**config.mk**
```make
export PLATFORM = sky130hd
export DESIGN_NAME = pio_xfer_ctrl
export DESIGN_NICKNAME = d
export VERILOG_FILES = /design/src/rtl/pio_pkg.sv /design/src/rtl/pio_mode_reg.sv /design/src/rtl/pio_timing_calc.sv /design/src/rtl/pio_seq.sv /design/src/rtl/pio_data_path.sv /design/src/rtl/pio_xfer_ctrl.sv
export SDC_FILE = /design/constraint.sdc
export NUM_CORES = 1
export LEC_CHECK = 0
export ABC_AREA = 1
export ABC_CLOCK_PERIOD_IN_PS = 7000
export BUFFER_PORTS_ARGS = -buffer_cell sky130_fd_sc_hd__buf_2
export CELL_PAD_IN_SITES_DETAIL_PLACEMENT = 0
export CELL_PAD_IN_SITES_GLOBAL_PLACEMENT = 2
export CORE_UTILIZATION = 33
export DETAILED_ROUTE_END_ITERATION = 6
export PLACE_DENSITY = 0.89
export SLEW_MARGIN = 20
export SYNTH_ARGS = -nofsm -noshare
export SYNTH_HDL_FRONTEND = slang
export SYNTH_SLANG_ARGS = --single-unit
```
**constraint.sdc**
```tcl
create_clock -name clk -period 7 [get_ports clk]
set_input_delay 1.4 -clock clk [delete_from_list [all_inputs] [get_ports clk]]
set_output_delay 1.4 -clock clk [all_outputs]
set_load 0.02 [all_outputs]
```
**src/rtl/pio_pkg.sv**
```systemverilog
package pio_pkg;

  localparam int MODE_W    = 3;
  localparam int NUM_MODES = 7;
  localparam int CNT_W     = 16;

  typedef enum logic [1:0] {
    PH_IDLE   = 2'd0,
    PH_SETUP  = 2'd1,
    PH_STROBE = 2'd2,
    PH_RECOV  = 2'd3
  } pio_phase_e;

  typedef struct packed {
    logic [CNT_W-1:0] setup;
    logic [CNT_W-1:0] strobe;
    logic [CNT_W-1:0] cycle;
  } pio_timing_t;

  // minimum access length per mode, nanoseconds
  function automatic int unsigned mode_cycle_ns(input int unsigned m);
    case (m)
      0:       return 600;
      1:       return 383;
      2:       return 240;
      3:       return 180;
      4:       return 120;
      5:       return 100;
      default: return 80;
    endcase
  endfunction

  // round up so that the minimum is never violated
  function automatic int unsigned ns_to_clks(input int unsigned ns,
                                             input int unsigned period_ps);
    return (ns * 1000 + period_ps - 1) / period_ps;
  endfunction

  function automatic int unsigned pct_ceil(input int unsigned c,
                                           input int unsigned pct);
    int unsigned v;
    v = (c * pct + 99) / 100;
    return (v == 0) ? 1 : v;
  endfunction

endpackage

```
**src/rtl/pio_mode_reg.sv**
```systemverilog
module pio_mode_reg
  import pio_pkg::*;
(
  input  logic              clk,
  input  logic              rst_n,
  input  logic              mode_we,
  input  logic [MODE_W-1:0] mode_sel,
  output logic [MODE_W-1:0] mode_q
);

  logic mode_legal;
  assign mode_legal = (mode_sel < MODE_W'(NUM_MODES));

  always_ff @(posedge clk) begin
    if (!rst_n) begin
      mode_q <= '0;
    end else if (mode_we && mode_legal) begin
      mode_q <= mode_sel;
    end
  end

endmodule

```
**src/rtl/pio_timing_calc.sv**
```systemverilog
module pio_timing_calc
  import pio_pkg::*;
#(
  parameter int unsigned CLK_PERIOD_PS = 4000,
  parameter int unsigned SETUP_PCT     = 20,
  parameter int unsigned STROBE_PCT    = 50
) (
  input  logic [MODE_W-1:0] mode,
  output pio_timing_t       tim
);

  pio_timing_t tbl [NUM_MODES];

  for (genvar g = 0; g < NUM_MODES; g++) begin : g_mode
    localparam int unsigned CYC = ns_to_clks(mode_cycle_ns(g), CLK_PERIOD_PS);
    localparam int unsigned SET = pct_ceil(CYC, SETUP_PCT);
    localparam int unsigned STB = pct_ceil(CYC, STROBE_PCT);
    assign tbl[g].cycle  = CNT_W'(CYC);
    assign tbl[g].setup  = CNT_W'(SET);
    assign tbl[g].strobe = CNT_W'(STB);
  end

  always_comb begin
    tim = tbl[0];
    for (int i = 0; i < NUM_MODES; i++) begin
      if (mode == MODE_W'(i)) tim = tbl[i];
    end
  end

endmodule

```
**src/rtl/pio_seq.sv**
```systemverilog
module pio_seq
  import pio_pkg::*;
#(
  parameter int ADDR_W    = 3,
  parameter int MIN_RECOV = 1
) (
  input  logic              clk,
  input  logic              rst_n,
  input  logic              req_valid,
  input  logic              req_write,
  input  logic [ADDR_W-1:0] req_addr,
  input  logic [MODE_W-1:0] mode_q,
  input  pio_timing_t       tim,
  input  logic              dev_ready,
  output pio_phase_e        phase,
  output logic [MODE_W-1:0] act_mode,
  output logic              wr_q,
  output logic [ADDR_W-1:0] addr_q,
  output logic              acc_start,
  output logic              strobe_rel,
  output logic              cyc_end
);

  localparam logic [CNT_W-1:0] MIN_REC_C = CNT_W'(MIN_RECOV);
  localparam logic [CNT_W-1:0] CNT_MAX   = '1;

  logic [CNT_W-1:0] tot_q;
  logic [CNT_W-1:0] ph_q;
  logic [CNT_W-1:0] tot_inc;
  logic [CNT_W-1:0] ph_inc;

  assign tot_inc = (tot_q == CNT_MAX) ? tot_q : tot_q + 1'b1;
  assign ph_inc  = (ph_q  == CNT_MAX) ? ph_q  : ph_q  + 1'b1;

  assign acc_start  = (phase == PH_IDLE) && req_valid;
  assign strobe_rel = (phase == PH_STROBE) && (ph_q >= tim.strobe) && dev_ready;
  assign cyc_end    = (phase == PH_RECOV) && (tot_q >= tim.cycle) &&
                      (ph_q >= MIN_REC_C);

  always_ff @(posedge clk) begin
    if (!rst_n) begin
      phase    <= PH_IDLE;
      tot_q    <= '0;
      ph_q     <= '0;
      act_mode <= '0;
      wr_q     <= 1'b0;
      addr_q   <= '0;
    end else begin
      case (phase)
        PH_IDLE: begin
          if (acc_start) begin
            phase    <= PH_SETUP;
            tot_q    <= CNT_W'(1);
            ph_q     <= CNT_W'(1);
            act_mode <= mode_q;
            wr_q     <= req_write;
            addr_q   <= req_addr;
          end
        end
        PH_SETUP: begin
          tot_q <= tot_inc;
          if (ph_q >= tim.setup) begin
            phase <= PH_STROBE;
            ph_q  <= CNT_W'(1);
          end else begin
            ph_q <= ph_inc;
          end
        end
        PH_STROBE: begin
          tot_q <= tot_inc;
          if (strobe_rel) begin
            phase <= PH_RECOV;
            ph_q  <= CNT_W'(1);
          end else begin
            ph_q <= ph_inc;
          end
        end
        default: begin
          if (cyc_end) begin
            phase <= PH_IDLE;
            tot_q <= '0;
            ph_q  <= '0;
          end else begin
            tot_q <= tot_inc;
            ph_q  <= ph_inc;
          end
        end
      endcase
    end
  end

endmodule

```
**src/rtl/pio_data_path.sv**
```systemverilog
module pio_data_path
  import pio_pkg::*;
#(
  parameter int DATA_W = 16
) (
  input  logic              clk,
  input  logic              rst_n,
  input  logic              acc_start,
  input  logic              strobe_rel,
  input  pio_phase_e        phase,
  input  logic              wr_q,
  input  logic [DATA_W-1:0] req_wdata,
  input  logic [DATA_W-1:0] dev_dq_in,
  output logic [DATA_W-1:0] dq_out,
  output logic              dq_oe,
  output logic [DATA_W-1:0] rdata,
  output logic              done
);

  logic [DATA_W-1:0] wdata_q;

  assign dq_out = wdata_q;
  assign dq_oe  = wr_q && ((phase == PH_SETUP) || (phase == PH_STROBE));

  always_ff @(posedge clk) begin
    if (!rst_n) begin
      wdata_q <= '0;
      rdata   <= '0;
      done    <= 1'b0;
    end else begin
      if (acc_start) wdata_q <= req_wdata;
      if (strobe_rel && !wr_q) rdata <= dev_dq_in;
      done <= strobe_rel;
    end
  end

endmodule

```
**src/rtl/pio_xfer_ctrl.sv**
```systemverilog
module pio_xfer_ctrl
  import pio_pkg::*;
#(
  parameter int unsigned CLK_PERIOD_PS = 4000,
  parameter int          ADDR_W        = 3,
  parameter int          DATA_W        = 16,
  parameter int unsigned SETUP_PCT     = 20,
  parameter int unsigned STROBE_PCT    = 50,
  parameter int          MIN_RECOV     = 1
) (
  input  logic              clk,
  input  logic              rst_n,
  input  logic              req_valid,
  input  logic              req_write,
  input  logic [ADDR_W-1:0] req_addr,
  input  logic [DATA_W-1:0] req_wdata,
  input  logic              mode_we,
  input  logic [MODE_W-1:0] mode_sel,
  output logic              busy,
  output logic              done,
  output logic [DATA_W-1:0] rdata,
  output logic [ADDR_W-1:0] dev_addr,
  output logic              dev_rd_n,
  output logic              dev_wr_n,
  output logic [DATA_W-1:0] dev_dq_out,
  output logic              dev_dq_oe,
  input  logic [DATA_W-1:0] dev_dq_in,
  input  logic              dev_ready
);

  logic [MODE_W-1:0] mode_q;
  logic [MODE_W-1:0] act_mode;
  pio_timing_t       tim;
  pio_phase_e        phase;
  logic              wr_q;
  logic [ADDR_W-1:0] addr_q;
  logic              acc_start;
  logic              strobe_rel;
  logic              cyc_end;

  pio_mode_reg u_mode (
    .clk      (clk),
    .rst_n    (rst_n),
    .mode_we  (mode_we),
    .mode_sel (mode_sel),
    .mode_q   (mode_q)
  );

  pio_timing_calc #(
    .CLK_PERIOD_PS (CLK_PERIOD_PS),
    .SETUP_PCT     (SETUP_PCT),
    .STROBE_PCT    (STROBE_PCT)
  ) u_timing (
    .mode (act_mode),
    .tim  (tim)
  );

  pio_seq #(
    .ADDR_W    (ADDR_W),
    .MIN_RECOV (MIN_RECOV)
  ) u_seq (
    .clk        (clk),
    .rst_n      (rst_n),
    .req_valid  (req_valid),
    .req_write  (req_write),
    .req_addr   (req_addr),
    .mode_q     (mode_q),
    .tim        (tim),
    .dev_ready  (dev_ready),
    .phase      (phase),
    .act_mode   (act_mode),
    .wr_q       (wr_q),
    .addr_q     (addr_q),
    .acc_start  (acc_start),
    .strobe_rel (strobe_rel),
    .cyc_end    (cyc_end)
  );

  pio_data_path #(
    .DATA_W (DATA_W)
  ) u_data (
    .clk        (clk),
    .rst_n      (rst_n),
    .acc_start  (acc_start),
    .strobe_rel (strobe_rel),
    .phase      (phase),
    .wr_q       (wr_q),
    .req_wdata  (req_wdata),
    .dev_dq_in  (dev_dq_in),
    .dq_out     (dev_dq_out),
    .dq_oe      (dev_dq_oe),
    .rdata      (rdata),
    .done       (done)
  );

  assign busy     = (phase != PH_IDLE);
  assign dev_addr = addr_q;
  assign dev_rd_n = !((phase == PH_STROBE) && !wr_q);
  assign dev_wr_n = !((phase == PH_STROBE) && wr_q);

endmodule

```
==> out/metrics.yaml <==
syn_nets: 785
end_kind: "flip-flop"
synth_top_area_cell: "dfxtp_1"
cp_max_fo: 48
dp_hpwl_mm: 8.363
tightest_slew_ps: 844.2
synth_compound_area_share_pct: 10.59
comb_power_share_pct: 34.2
ant_nets: 0
grt_pass1_wl_mm: 19.46
numCtsBuffers: 9
final_nets: 856
ios: 84
slew_headroom_pct: 43.37
wire_per_inst_um: 11.87
yosys-mux-area-fraction_pct: 0
io_buffers: 83
syn-mean-instance-area_um2: 6.620
cts-root-buf: "clkbuf_16"
timing.final.max_slew_violations: 0
cts.reportedPaths.clkPinSlew_ps: 60
synth_commonest_cells: "169 x nor2_1, 123 x nand2_1, 87 x inv_1"
first_global_vias: 4208
hp-class: "reg2reg"
die_w_um: 121.5
multi_input_area_um2: 2666
drv_cap: 0
place_congestion: 0.7701
clkLatencyLatePin_ps: 340
fmaxAchievable_ghz: 0.3345
tritoncts: "yes"
vias_per_cell: 4.618
die_h_um: 121.5
p_int_uw: 982.3
yosysMostFrequentCell: "nor2_1"
synth_cell_types: 41
wirelength_mm: 11.47
grt_setup_unrepaired: "no"
grt_max_degree: 49
vias: 4461
cts_setup_buffers: 0
drive_above_1_share_pct: 16.54
n_fill_cell: 1490
fin_crit_ps: 2989
cp_slowest_cell: "clkinv_1"
cp_slowest_stage_delay_ps: 890
min_period_over_period_pct: 42.71
yosysWarningCount: 0
synth_edf_count: 0
timing.hold.ws_ps: 442.6
syn_inst: 712
pwr-share-seq_pct: 33.9
drt_iter0_drc: 162
crit_path_cell_trace: "buf_2 -> clkinv_1 -> nor2_1 -> o21ai_0 -> inv_1"
antenna_found_initial: 0
cp.required_ps: 7280
finalClockSkew_ps: 8.312
power_density_nw_per_um2: 283.7
coreArea_um2: 13880
crit_arrival_ps: 3270
p_sw_uw: 581.2
synthTopCellsByArea: "dfxtp_1 33%, nor2_1 13%, nand2_1 9.8%"
initial_core_util_pct: 33.96
clkPwrFrac_pct: 31.9
rows: 43
yosysSeqAreaShare_pct: 32.71
drc: 0
ys_async_sr_fraction_pct: 0
status: "completed"
finalHoldViolCount: 0
cts_max_level: 3
dieArea_um2: 14760
synthAdderAreaFrac_pct: 7.698
setup_viol: 0
synth_top_family_by_area: "simple AND/OR/NAND/NOR gates"
synthFlopType: "dfxtp_1"
clkSinkCount: 77
antenna_cells: 0
cts_hold_buf: 0
cts_buffer_depth: 2
crit_type: "in2reg"
grt_overflow: 0
grt.total_usage_pct: 16.63
crit_family: "buffers and inverters"
firstDrtPassIters: 4
power_switching_share_pct: 37.17
cts-resized-gates: 0
ir_worst_vdd_mv: 0.1706
start_kind: "input pin"
areaGrowthSynthToFinish_pct: 16.91
seqCellArea_um2: 1541
syn_area_um2: 4713
ys_ff_latch: 77
synth_top_area_share_pct: 32.71
fin_tns_setup_ps: 0
yosys.area_share.simple_pct: 35.68
cp_num_buf_inv: 3
power_leakage_nw: 2.591
synthXorXnorAreaFrac_pct: 2.602
==> final cells by class <==
cell class,count,share of cell area (%)
inverter,91,6.199
sequential,77,27.97
timing repair buffer,84,7.675
multi-input combinational,520,48.39
clock buffer,10,4.337
tap,180,4.087
clock inverter,4,1.340
==> worst min-delay path, cell delays in order (launching register included) <==
cell and delay (ps):
dfxtp_1 300, inv_1 40, a21oi_1 50
==> final timing paths <==
| kind | start | endpoint | slack (ps) | cells past startpoint |
|---|---|---|---|---|
| max reg2reg | u_seq.act_mode[1] | u_data.rdata[2] | 4010 | 13 |
| min reg2reg | u_data.rdata[13] | u_data.rdata[13] | 440 | 2 |
| max | rst_n | u_mode.mode_q[1] | 4010 | 5 |
| min | u_data.rdata[13] | u_data.rdata[13] | 440 | 2 |
==> layer usage <==
layer	wire length, um	track usage, %	part of all wire, %
met1	5415	20.25	47
met2	5252	28.13	46
met3	653	4.934	5.7
met4	148	4.861	1.3
met5	0	0	0
==> per-stage QoR <==
stage               cells  utilization, %  setup WS, ps  cell area (um2)  total power, mW
floorplan             712               -          4680             4713           0.9357
global placement      952           37.44          3635             5197            1.072
detailed placement    952           37.44          3614             5197            1.077
CTS                   966           39.70          3968             5510            1.585
global route          966           39.70          3635             5510            1.686
finish                966           39.70          4011             5510            1.563
==> cell usage in the layout (no fill, tap or decap), types with 2 or more instances in the layout <==
master | Yosys | routed
nor3_2 | 2 | 2
o21ai_0 | 45 | 45
xor2_1 | 13 | 13
a21oi_1 | 39 | 39
nor2_1 | 169 | 169
clkinv_1 | 2 | 2
nand3_1 | 46 | 46
inv_2 | 2 | 2
clkbuf_16 | 0 | 9
inv_1 | 87 | 87
buf_2 | 3 | 83
nand2_2 | 6 | 6
dfxtp_1 | 77 | 77
nand3_4 | 2 | 2
nand4_1 | 8 | 8
nor2_2 | 6 | 6
ha_1 | 29 | 29
o21ai_2 | 3 | 3
nor3_1 | 4 | 4
o21ai_1 | 3 | 3
nand3_2 | 2 | 2
nor2_4 | 4 | 4
nand2_1 | 123 | 123
bufinv_16 | 0 | 2
or2_2 | 2 | 2
nand3b_1 | 3 | 3
==> cell families after synthesis <==
logic type | after synthesis
AOI/OAI and AO/OA | 94
xor gates and xnor gates | 14
adders and majority gates | 29
buffers and inverters | 115
DFF | 77
and+or+nand+nor | 383
==> state kept, by name (all words and copies together), names as in the netlist <==
signal,flops
u_data.dq_out,16
u_data.rdata,16
u_seq.ph_q,16
u_seq.tot_q,16
u_mode.mode_q,3
u_seq.act_mode,3
u_seq.addr_q,3
u_seq.phase,2
u_data.done,1
u_seq.wr_q,1
==> power by group through the flow <==
stage | clock network (mW) | logic (mW) | registers [mW]
detailed placement | 0 | 0.538 | 0.539
global route | 0.534 | 0.614 | 0.537
finish | 0.499 | 0.534 | 0.530
floorplan | 0 | 0.363 | 0.573
global placement | 0 | 0.534 | 0.538
CTS | 0.514 | 0.540 | 0.530
No activity file was read; power rests on OpenSTA's default activity.
